$ cat config.mk
export PLATFORM = sky130hd
export DESIGN_NAME = cps_port
export DESIGN_NICKNAME = d
export VERILOG_FILES = /design/src/rtl/cps_pkg.sv /design/src/rtl/cps_sync.sv /design/src/rtl/cps_edge.sv /design/src/rtl/cps_frame.sv /design/src/rtl/cps_port.sv
export SDC_FILE = /design/constraint.sdc
export NUM_CORES = 1
export LEC_CHECK = 0
export ABC_AREA = 1
export BUFFER_PORTS_ARGS = -buffer_cell sky130_fd_sc_hd__clkbuf_2
export CAP_MARGIN = 20
export CORE_AREA = 2 2 86 104
export CTS_CLUSTER_DIAMETER = 50
export DETAILED_ROUTE_END_ITERATION = 10
export DIE_AREA = 0 0 88 106
export PLACE_DENSITY_LB_ADDON = 0.15
export SKIP_LAST_GASP = 1
export SYNTH_ARGS = -nofsm -noshare
export SYNTH_HDL_FRONTEND = slang
export SYNTH_SLANG_ARGS = --single-unit
$ cat constraint.sdc
create_clock -name clk -period 2.44 [get_ports clk]
set_input_delay 0.488 -clock clk [delete_from_list [all_inputs] [get_ports clk]]
set_output_delay 0.488 -clock clk [all_outputs]
set_load 0.01 [all_outputs]
$ cat src/rtl/cps_pkg.sv
`timescale 1ns/1ps
package cps_pkg;

  typedef enum logic [1:0] {
    K_NONE = 2'd0,
    K_WR1  = 2'd1,
    K_WR2  = 2'd2,
    K_RD2  = 2'd3
  } cmd_kind_e;

  typedef enum logic [1:0] {
    S_IDLE = 2'd0,
    S_CMD  = 2'd1,
    S_DATA = 2'd2,
    S_DONE = 2'd3
  } frame_st_e;

  // Kind selected by the two top bits of the command byte.
  function automatic cmd_kind_e kind_of(input logic [1:0] sel);
    return cmd_kind_e'(sel);
  endfunction

  // Number of data bytes that follow the command byte.
  function automatic logic [1:0] bytes_of(input cmd_kind_e k);
    case (k)
      K_NONE:  return 2'd0;
      K_WR1:   return 2'd1;
      default: return 2'd2;
    endcase
  endfunction

endpackage

$ cat src/rtl/cps_sync.sv
`timescale 1ns/1ps
// Multi-stage synchronizer for a group of asynchronous inputs.
// STAGES must be 2 or more.
module cps_sync #(
  parameter int          W       = 3,
  parameter int          STAGES  = 2,
  parameter logic [W-1:0] RST_VAL = '0
) (
  input  logic         clk,
  input  logic         rst_n,
  input  logic [W-1:0] d,
  output logic [W-1:0] q
);
  localparam int CHAIN_W = W * STAGES;

  logic [CHAIN_W-1:0] chain;
  logic [CHAIN_W-1:0] chain_nxt;

  always_comb begin
    chain_nxt = {chain[CHAIN_W-W-1:0], d};
  end

  always_ff @(posedge clk or negedge rst_n) begin
    if (!rst_n) chain <= {STAGES{RST_VAL}};
    else        chain <= chain_nxt;
  end

  assign q = chain[CHAIN_W-1 -: W];
endmodule

$ cat src/rtl/cps_edge.sv
`timescale 1ns/1ps
// Select framing and active-edge detection with polarity capture.
module cps_edge (
  input  logic clk,
  input  logic rst_n,
  input  logic csn_s,
  input  logic sck_s,
  output logic cs_start,
  output logic cs_end,
  output logic act_edge
);
  logic csn_d, sck_d, idle_lvl;
  logic idle_nxt;
  logic idle_en;

  assign cs_start = csn_d & ~csn_s;
  assign cs_end   = ~csn_d & csn_s;
  assign idle_en  = cs_start;

  always_comb begin
    idle_nxt = idle_lvl;
    if (idle_en) idle_nxt = sck_s;
  end

  always_ff @(posedge clk or negedge rst_n) begin
    if (!rst_n) begin
      csn_d    <= 1'b1;
      sck_d    <= 1'b0;
      idle_lvl <= 1'b0;
    end else begin
      csn_d    <= csn_s;
      sck_d    <= sck_s;
      idle_lvl <= idle_nxt;
    end
  end

  // Edge leaving the resting level, only inside a held select window.
  assign act_edge = ~csn_s & ~csn_d & (sck_s ^ sck_d) & (sck_s ^ idle_lvl);
endmodule

$ cat src/rtl/cps_frame.sv
`timescale 1ns/1ps
// Transaction sequencer: command decode, data assembly, reply shifting.
module cps_frame
  import cps_pkg::*;
#(
  parameter int BYTE_W = 8
) (
  input  logic                clk,
  input  logic                rst_n,
  input  logic                cs_start,
  input  logic                cs_end,
  input  logic                act_edge,
  input  logic                mosi_s,
  input  logic [2*BYTE_W-1:0] reply_data,
  output logic                strobe,
  output logic [BYTE_W-1:0]   code_q,
  output logic [2*BYTE_W-1:0] data_q,
  output logic                rep_msb,
  output logic                rd_phase,
  output cmd_kind_e           kind_q
);
  localparam int DATA_W = 2 * BYTE_W;
  localparam int BW     = $clog2(BYTE_W);

  frame_st_e          st, st_n;
  logic [BW-1:0]      bit_cnt, bit_n;
  logic [1:0]         byte_cnt, byte_n;
  logic [BYTE_W-1:0]  code_sh, code_sh_n, code_full, code_q_n;
  logic [DATA_W-1:0]  data_sh, data_sh_n, data_q_n;
  logic [DATA_W-1:0]  rep_sh, rep_n;
  cmd_kind_e          kind_n, new_kind;
  logic               rd_n, strobe_n, last_bit;

  assign last_bit  = (bit_cnt == BW'(BYTE_W - 1));
  assign code_full = {code_sh[BYTE_W-2:0], mosi_s};
  assign new_kind  = kind_of(code_full[BYTE_W-1 -: 2]);

  always_comb begin
    st_n      = st;
    bit_n     = bit_cnt;
    byte_n    = byte_cnt;
    code_sh_n = code_sh;
    data_sh_n = data_sh;
    rep_n     = rep_sh;
    kind_n    = kind_q;
    rd_n      = rd_phase;
    strobe_n  = 1'b0;
    code_q_n  = code_q;
    data_q_n  = data_q;
    if (cs_end) begin
      st_n = S_IDLE;
      rd_n = 1'b0;
    end else if (cs_start) begin
      st_n      = S_CMD;
      bit_n     = '0;
      byte_n    = '0;
      code_sh_n = '0;
      data_sh_n = '0;
      rd_n      = 1'b0;
    end else if (act_edge) begin
      case (st)
        S_CMD: begin
          code_sh_n = code_full;
          bit_n     = bit_cnt + BW'(1);
          if (last_bit) begin
            bit_n  = '0;
            kind_n = new_kind;
            rd_n   = (new_kind == K_RD2);
            if (new_kind == K_RD2) rep_n = reply_data;
            if (bytes_of(new_kind) == 2'd0) begin
              st_n     = S_DONE;
              strobe_n = 1'b1;
              code_q_n = code_full;
              data_q_n = '0;
            end else begin
              st_n   = S_DATA;
              byte_n = '0;
            end
          end
        end
        S_DATA: begin
          data_sh_n = {data_sh[DATA_W-2:0], mosi_s};
          rep_n     = {rep_sh[DATA_W-2:0], 1'b0};
          bit_n     = bit_cnt + BW'(1);
          if (last_bit) begin
            bit_n  = '0;
            byte_n = byte_cnt + 2'd1;
            if ((byte_cnt + 2'd1) == bytes_of(kind_q)) begin
              st_n     = S_DONE;
              strobe_n = 1'b1;
              code_q_n = code_sh;
              data_q_n = (kind_q == K_RD2) ? '0 : data_sh_n;
            end
          end
        end
        default: ;
      endcase
    end
  end

  always_ff @(posedge clk or negedge rst_n) begin
    if (!rst_n) begin
      st       <= S_IDLE;
      bit_cnt  <= '0;
      byte_cnt <= '0;
      code_sh  <= '0;
      data_sh  <= '0;
      rep_sh   <= '0;
      kind_q   <= K_NONE;
      rd_phase <= 1'b0;
      strobe   <= 1'b0;
      code_q   <= '0;
      data_q   <= '0;
    end else begin
      st       <= st_n;
      bit_cnt  <= bit_n;
      byte_cnt <= byte_n;
      code_sh  <= code_sh_n;
      data_sh  <= data_sh_n;
      rep_sh   <= rep_n;
      kind_q   <= kind_n;
      rd_phase <= rd_n;
      strobe   <= strobe_n;
      code_q   <= code_q_n;
      data_q   <= data_q_n;
    end
  end

  assign rep_msb = rep_sh[DATA_W-1];
endmodule

$ cat src/rtl/cps_port.sv
`timescale 1ns/1ps
module cps_port
  import cps_pkg::*;
#(
  parameter int BYTE_W      = 8,
  parameter int SYNC_STAGES = 2
) (
  input  logic                clk,
  input  logic                rst_n,
  input  logic                bus_csn,
  input  logic                bus_sck,
  input  logic                bus_mosi,
  output logic                bus_miso,
  output logic                bus_miso_oe,
  input  logic [2*BYTE_W-1:0] reply_data,
  output logic                cmd_valid,
  output logic [BYTE_W-1:0]   cmd_code,
  output logic [2*BYTE_W-1:0] cmd_data
);
  logic [2:0] raw_in, sync_out;
  logic       csn_s, sck_s, mosi_s;
  logic       cs_start, cs_end, act_edge;
  logic       rep_msb, rd_phase;
  cmd_kind_e  frame_kind;

  assign raw_in = {bus_csn, bus_sck, bus_mosi};

  cps_sync #(
    .W      (3),
    .STAGES (SYNC_STAGES),
    .RST_VAL(3'b100)
  ) u_sync (
    .clk  (clk),
    .rst_n(rst_n),
    .d    (raw_in),
    .q    (sync_out)
  );

  assign csn_s  = sync_out[2];
  assign sck_s  = sync_out[1];
  assign mosi_s = sync_out[0];

  cps_edge u_edge (
    .clk     (clk),
    .rst_n   (rst_n),
    .csn_s   (csn_s),
    .sck_s   (sck_s),
    .cs_start(cs_start),
    .cs_end  (cs_end),
    .act_edge(act_edge)
  );

  cps_frame #(.BYTE_W(BYTE_W)) u_frame (
    .clk       (clk),
    .rst_n     (rst_n),
    .cs_start  (cs_start),
    .cs_end    (cs_end),
    .act_edge  (act_edge),
    .mosi_s    (mosi_s),
    .reply_data(reply_data),
    .strobe    (cmd_valid),
    .code_q    (cmd_code),
    .data_q    (cmd_data),
    .rep_msb   (rep_msb),
    .rd_phase  (rd_phase),
    .kind_q    (frame_kind)
  );

  assign bus_miso_oe = rd_phase;
  assign bus_miso    = rd_phase & rep_msb;
endmodule

# Word-level counts from Yosys, hierarchy flattened
# Cells that the tools add are included.
[classes]
bitwise_logic = 12
n_eq_ne = 19
reduce_logical = 23
n_addsub = 2
n_mux = 63
[ops]
columns = ["cell", "count"]
rows = [
  ["$mux W16", 7],
  ["$pmux W16 S2", 2],
  ["$mux W8", 7],
  ["$mux W15", 3],
  ["$mux W2", 21],
  ["$pmux W2 S2", 4],
  ["$pmux W8 S2", 1],
  ["$mux W1", 13],
  ["$mux W3", 4],
  ["$ne A4 B3 Y1 const B", 3],
  ["$reduce_and A3 Y1", 4],
  ["$reduce_and A6 Y1", 2],
  ["$reduce_bool A3 Y1", 4],
  ["$ne A2 B1 Y1 const B", 5],
  ["$reduce_and A5 Y1", 2],
  ["$reduce_bool A2 Y1", 5],
  ["$reduce_and A8 Y1", 1],
  ["$and A1 B1 Y1", 6],
  ["$eq A2 B1 Y1 const B", 3],
  ["$eq A2 B2 Y1 const B", 3],
  ["$logic_not A2 Y1", 3],
  ["$ne A3 B2 Y1 const B", 2],
  ["$not A1 Y1", 4],
  ["$reduce_bool A4 Y1", 1],
  ["8 further kinds", 9],
]
[word_totals]
in_bits = 21
reg_bits = 83
elab_cells = 134
out_inout_bits = 27

# Longest topological paths before layout
[logic_depth]
depth_word = 14
mapped_depth = 11
depth_no_buf = 10

# Hierarchy
# From an unflattened synthesis, not the netlist that was laid out.
[unflattened]
hier_cells = 430
area_unflattened_um2 = 3913.8
[by_module_without_submodules]
columns = ["mod", "seq_area_each_um2", "area_each_um2", "cells_per_inst", "instances"]
rows = [
  ["cps_frame", 1851.8, 3588.4, 399, 1],
  ["cps_sync", 152.6, 175.2, 9, 1],
  ["cps_edge", 76.3, 142.6, 20, 1],
  ["cps_port", 0.0, 7.5, 2, 1],
]

# Least setup slack after synthesis
# Ideal clock, no wire load.
[synth_timing]
kind = "register to register"
from = "register u_sync.chain[5]"
to = "register u_frame.rep_sh[13]"
setup_slack_ns = 0.730
path_stages_with_launch = 10
t_required_ns = 2.317
path_buffers = 3
arrival_time_ns = 1.587
setup_time_ns = 0.123
synth_period_minus_slack_ns = 1.710
path_cell_list = "dfstp_2 inv_1 ha_1 buf_2 nor2_2 nand3_2 buf_6 buf_6 o21ai_0 nand2_1"
[synth_between]
elab_cells_between_ends = 9
classes_between = "bitwise: 8; reduce/logical: 1"
[synth_lines]
columns = ["element", "line", "rtl"]
rows = [
  ["from (decl)", "cps_sync.sv:16", "logic [CHAIN_W-1:0] chain;"],
  ["from (signal assigned)", "cps_sync.sv:24", "if (!rst_n) chain <= {STAGES{RST_VAL}};"],
  ["from (signal assigned)", "cps_sync.sv:25", "else chain <= chain_nxt;"],
  ["$not A1 Y1", "cps_edge.sv:16", "assign cs_start = csn_d & ~csn_s;"],
  ["$and A1 B1 Y1", "cps_edge.sv:16", ""],
  ["via cs_start", "cps_port.sv:22", "logic cs_start, cs_end, act_edge;"],
  ["$not A1 Y1 (no line)", "--", ""],
  ["$reduce_and A6 Y1 (no line)", "--", ""],
  ["to (signal assigned)", "cps_frame.sv:120", "rep_sh <= rep_n;"],
  ["to (decl)", "cps_frame.sv:30", "logic [DATA_W-1:0] rep_sh, rep_n;"],
]
# The timed path passes the listed nets, and every way through them passes these cells.
# A chain may end at the register's enable or synchronous reset.

# Final worst setup path
[layout_timing]
from = "register u_sync.chain[5]"
to = "register u_frame.rep_sh[14]"
# Same word-level chain as after synthesis.

==> flow_summary.ini <==
[run_status]
outcome = completed

[synthesis]
ys_async_sr_fraction_pct = 100
yosysSeqAreaShare_pct = 51.5
synth_top_cell_area_share_pct = 49.5
synthesis.nets = 533
synthMuxAreaShare_pct = 0
synthesis.area_mm2 = 0.00404
ys_top_cells_by_count = nand2_1 (178), dfrtp_1 (80), o21ai_0 (70), inv_1 (43), nor2_1 (32)
yosys-top-cells-area = dfrtp_1 (50%), nand2_1 (17%), o21ai_0 (8.7%)
syn_avg_cell_area_um2 = 8.01
synth_most_common_cell = nand2_1
synth_edf_count = 0
syn_inst = 505
yosysTopAreaCell = dfrtp_1
ys_dominant_reg_cell = dfrtp_1
synth_adder_area_share_pct = 2.17
synthXorXnorAreaFrac_pct = 0.217
synth_compound_area_share_pct = 10.6
yosys.area_share.simple_pct = 26.7
synth_top_family_by_area = simple AND/OR/NAND/NOR gates
yosysWarnings = 0
ys_seq_elements = 83
ys_types = 29

[global_routing]
grt_max_degree = 43
grt_pass1_wl_um = 14500
grt_overflow = 0
grt.total_usage_pct = 19.9
grt_pass1_vias = 3207
antenna_found_initial = 0

[critical_path]
worstPathRequired_ns = 2.71
critPathKind = flip-flop to flip-flop
cp-end-kind = flip-flop
crit_path_start_kind = flip-flop
worst-r2r-cell-count = 8
path_max_fanout = 30
crit_arrival_ns = 2.31

[cts]
cts_max_level = 3
cts-root-buf = clkbuf_8
path_clk_slew_ns = 0.08
cts_buffers = 9
cts_sinks = 83
cts_resized = 0
cts_tree = yes
clock_path_buffers = 2
postCtsSetupBuffers = 0
clk_latency_ns = 0.36
hold_buffers = 0

[timing]
final_hold_viol_count = 0
fin_crit_ns = 2.04
fmax_mhz = 490
worst_pin_slew_ns = 0.548
fin_crit_sh_pct = 83.6
rsz0062_at_grt = no
whs_ns = 0.104
slew_headroom_pct = 63.5
slew_viol_final = 0
fin_skew_ns = 0.00810
fin_setup_tns_ns = 0
finalSetupViolCount = 0

[final_layout]
nets = 575
num-fill-cells = 778
num_antenna_cells = 0
drive_gt1_share_pct = 16.7
design_area_mm2 = 0.00457
area.growth.synth_to_final_pct = 13.2
layout.cells.non_filler = 669

[power]
p_clk_share_pct = 28.2
p_leak_nw = 2.46
ir_worst_vdd_v = 0.000517
power.total_mw = 4.31
seqPwrFrac_pct = 42.7
net-switching-power_mw = 1.52
p_int_mw = 2.79
swShare_pct = 35.2
power_frac_comb_pct = 29.1
p_per_area_mw_per_mm2 = 942

[flow_run]
maxCapViolCount = 0

[drt]
drcViolationCount = 0
wl_met3_um = 298
firstDrtPassIters = 5
wl_um = 8150
antenna_left = 0
wire_per_inst_um = 12.2
viasPerCell = 4.87
vias = 3261
met1_length_um = 3670
first_iter_violations = 133
top_layer = met4
wl_met2_um = 3940

[die]
start_util_pct = 48.2
fp.dieH_um = 106
coreArea_mm2 = 0.00838
die-area_mm2 = 0.00933
num_rows = 37
die_x_um = 88
ios = 48

[placed_design]
dpl.hpwl_um = 5670
dp.cells = 653
placed_area_mm2 = 0.00433
gp_congestion = 0.973
io_buffers = 47

[min_path]
hold_path.class = input port to asynchronous set/reset pin
-- layout by cell type (no fill, tap or decap) --
master | netlist | final
buf_12 | 0 | 1
clkinv_1 | 1 | 1
buf_4 | 2 | 8
a21oi_1 | 5 | 5
nand2_2 | 4 | 4
inv_8 | 0 | 1
clkbuf_8 | 1 | 10
inv_2 | 5 | 5
xnor2_1 | 1 | 1
o21ai_0 | 70 | 70
nand4_1 | 2 | 2
bufinv_16 | 0 | 3
nand3_2 | 1 | 1
nand3_1 | 27 | 27
clkbuf_2 | 0 | 46
nor2_1 | 32 | 32
nand2_1 | 178 | 178
nor2_4 | 3 | 3
ha_1 | 7 | 7
o21ai_1 | 9 | 9
dfrtp_1 | 80 | 80
dfstp_2 | 3 | 3
a31oi_1 | 1 | 1
nor2_2 | 3 | 3
nor2_8 | 1 | 1
clkinv_2 | 0 | 2
nand3_4 | 1 | 1
nor3_1 | 4 | 4
inv_1 | 43 | 43
-- worst max-delay path: stages, from the launching register on --
cell and delay, ns:
dfstp_2 0.54, inv_1 0.05, ha_1 0.27, nor2_2 0.19, nand3_2 0.26, nor2_1 0.16
buf_4 0.28, nand2_1 0.09, o21ai_0 0.10
-- cells by family after synthesis --
logic type / count (synthesis)
simple gates: 256
flops: 83
compound gates: 85
buf+inv: 73
fa+ha+maj: 7
xor+xnor: 1
-- area by class of cell --
type                            instances  area [um^2]  share of cell area [%]
Clock buffer                           10          138                    3.01
Clock inverter                          6          111                    2.43
Inverter                               49          184                    4.02
Multi-Input combinational cell        349         1600                    35.1
Sequential cell                        83         2080                    45.5
Tap cell                              117          146                    3.20
Timing Repair Buffer                   55          310                    6.78
-- worst paths after layout --
kind | from | endpoint | slack [ns]
hold / removal | rst_n | u_sync.chain[1]$_DFF_PN0_ | 0.10
setup reg to reg | u_sync.chain[5]$_DFF_PN1_ | u_frame.rep_sh[14]$_DFFE_PN0P_ | 0.40
min in group clk | bus_csn | u_sync.chain[2]$_DFF_PN1_ | 0.21
setup / recovery | u_sync.chain[5]$_DFF_PN1_ | u_frame.rep_sh[14]$_DFFE_PN0P_ | 0.40
max in group asynchronous | rst_n | u_edge.csn_d$_DFF_PN1_ | 1.67
hold reg to reg | u_sync.chain[2]$_DFF_PN1_ | u_sync.chain[5]$_DFF_PN1_ | 0.36
-- stage by stage --
stage	setup WS, ns	utilization [%]
finish	0.399	54.6
floorplan	0.730	-
detailed placement	0.388	51.6
global placement	0.394	51.6
CTS	0.367	54.6
global route	0.147	54.6
-- power groups by stage --
stage	clock [mW]	combinational (mW)	sequential [mW]
after floorplan	0	1.01	1.84
after global placement	0	1.25	1.86
after detailed placement	0	1.27	1.87
after CTS	1.25	1.27	1.85
after global routing	1.30	1.47	1.88
final	1.21	1.25	1.84
-- state kept, by name (all words and copies together), names as in the netlist --
register	cells
u_sync.chain	6
u_frame.data_sh	15
u_frame.data_q	16
u_frame.kind_q	2
u_frame.strobe	1
u_frame.code_q	8
u_edge.sck_d	1
u_frame.rd_phase	1
u_frame.st	2
u_frame.code_sh	8
u_edge.csn_d	1
u_frame.bit_cnt	3
u_edge.idle_lvl	1
u_frame.byte_cnt	2
u_frame.rep_sh	16
-- routing by layer --
layer	track usage [%]	vias up
met5	0	-
met4	10.9	0
met3	2.95	18
met2	32.0	80
met1	25.4	1492
li1	-	1671
No activity file was read; power rests on OpenSTA's default activity.
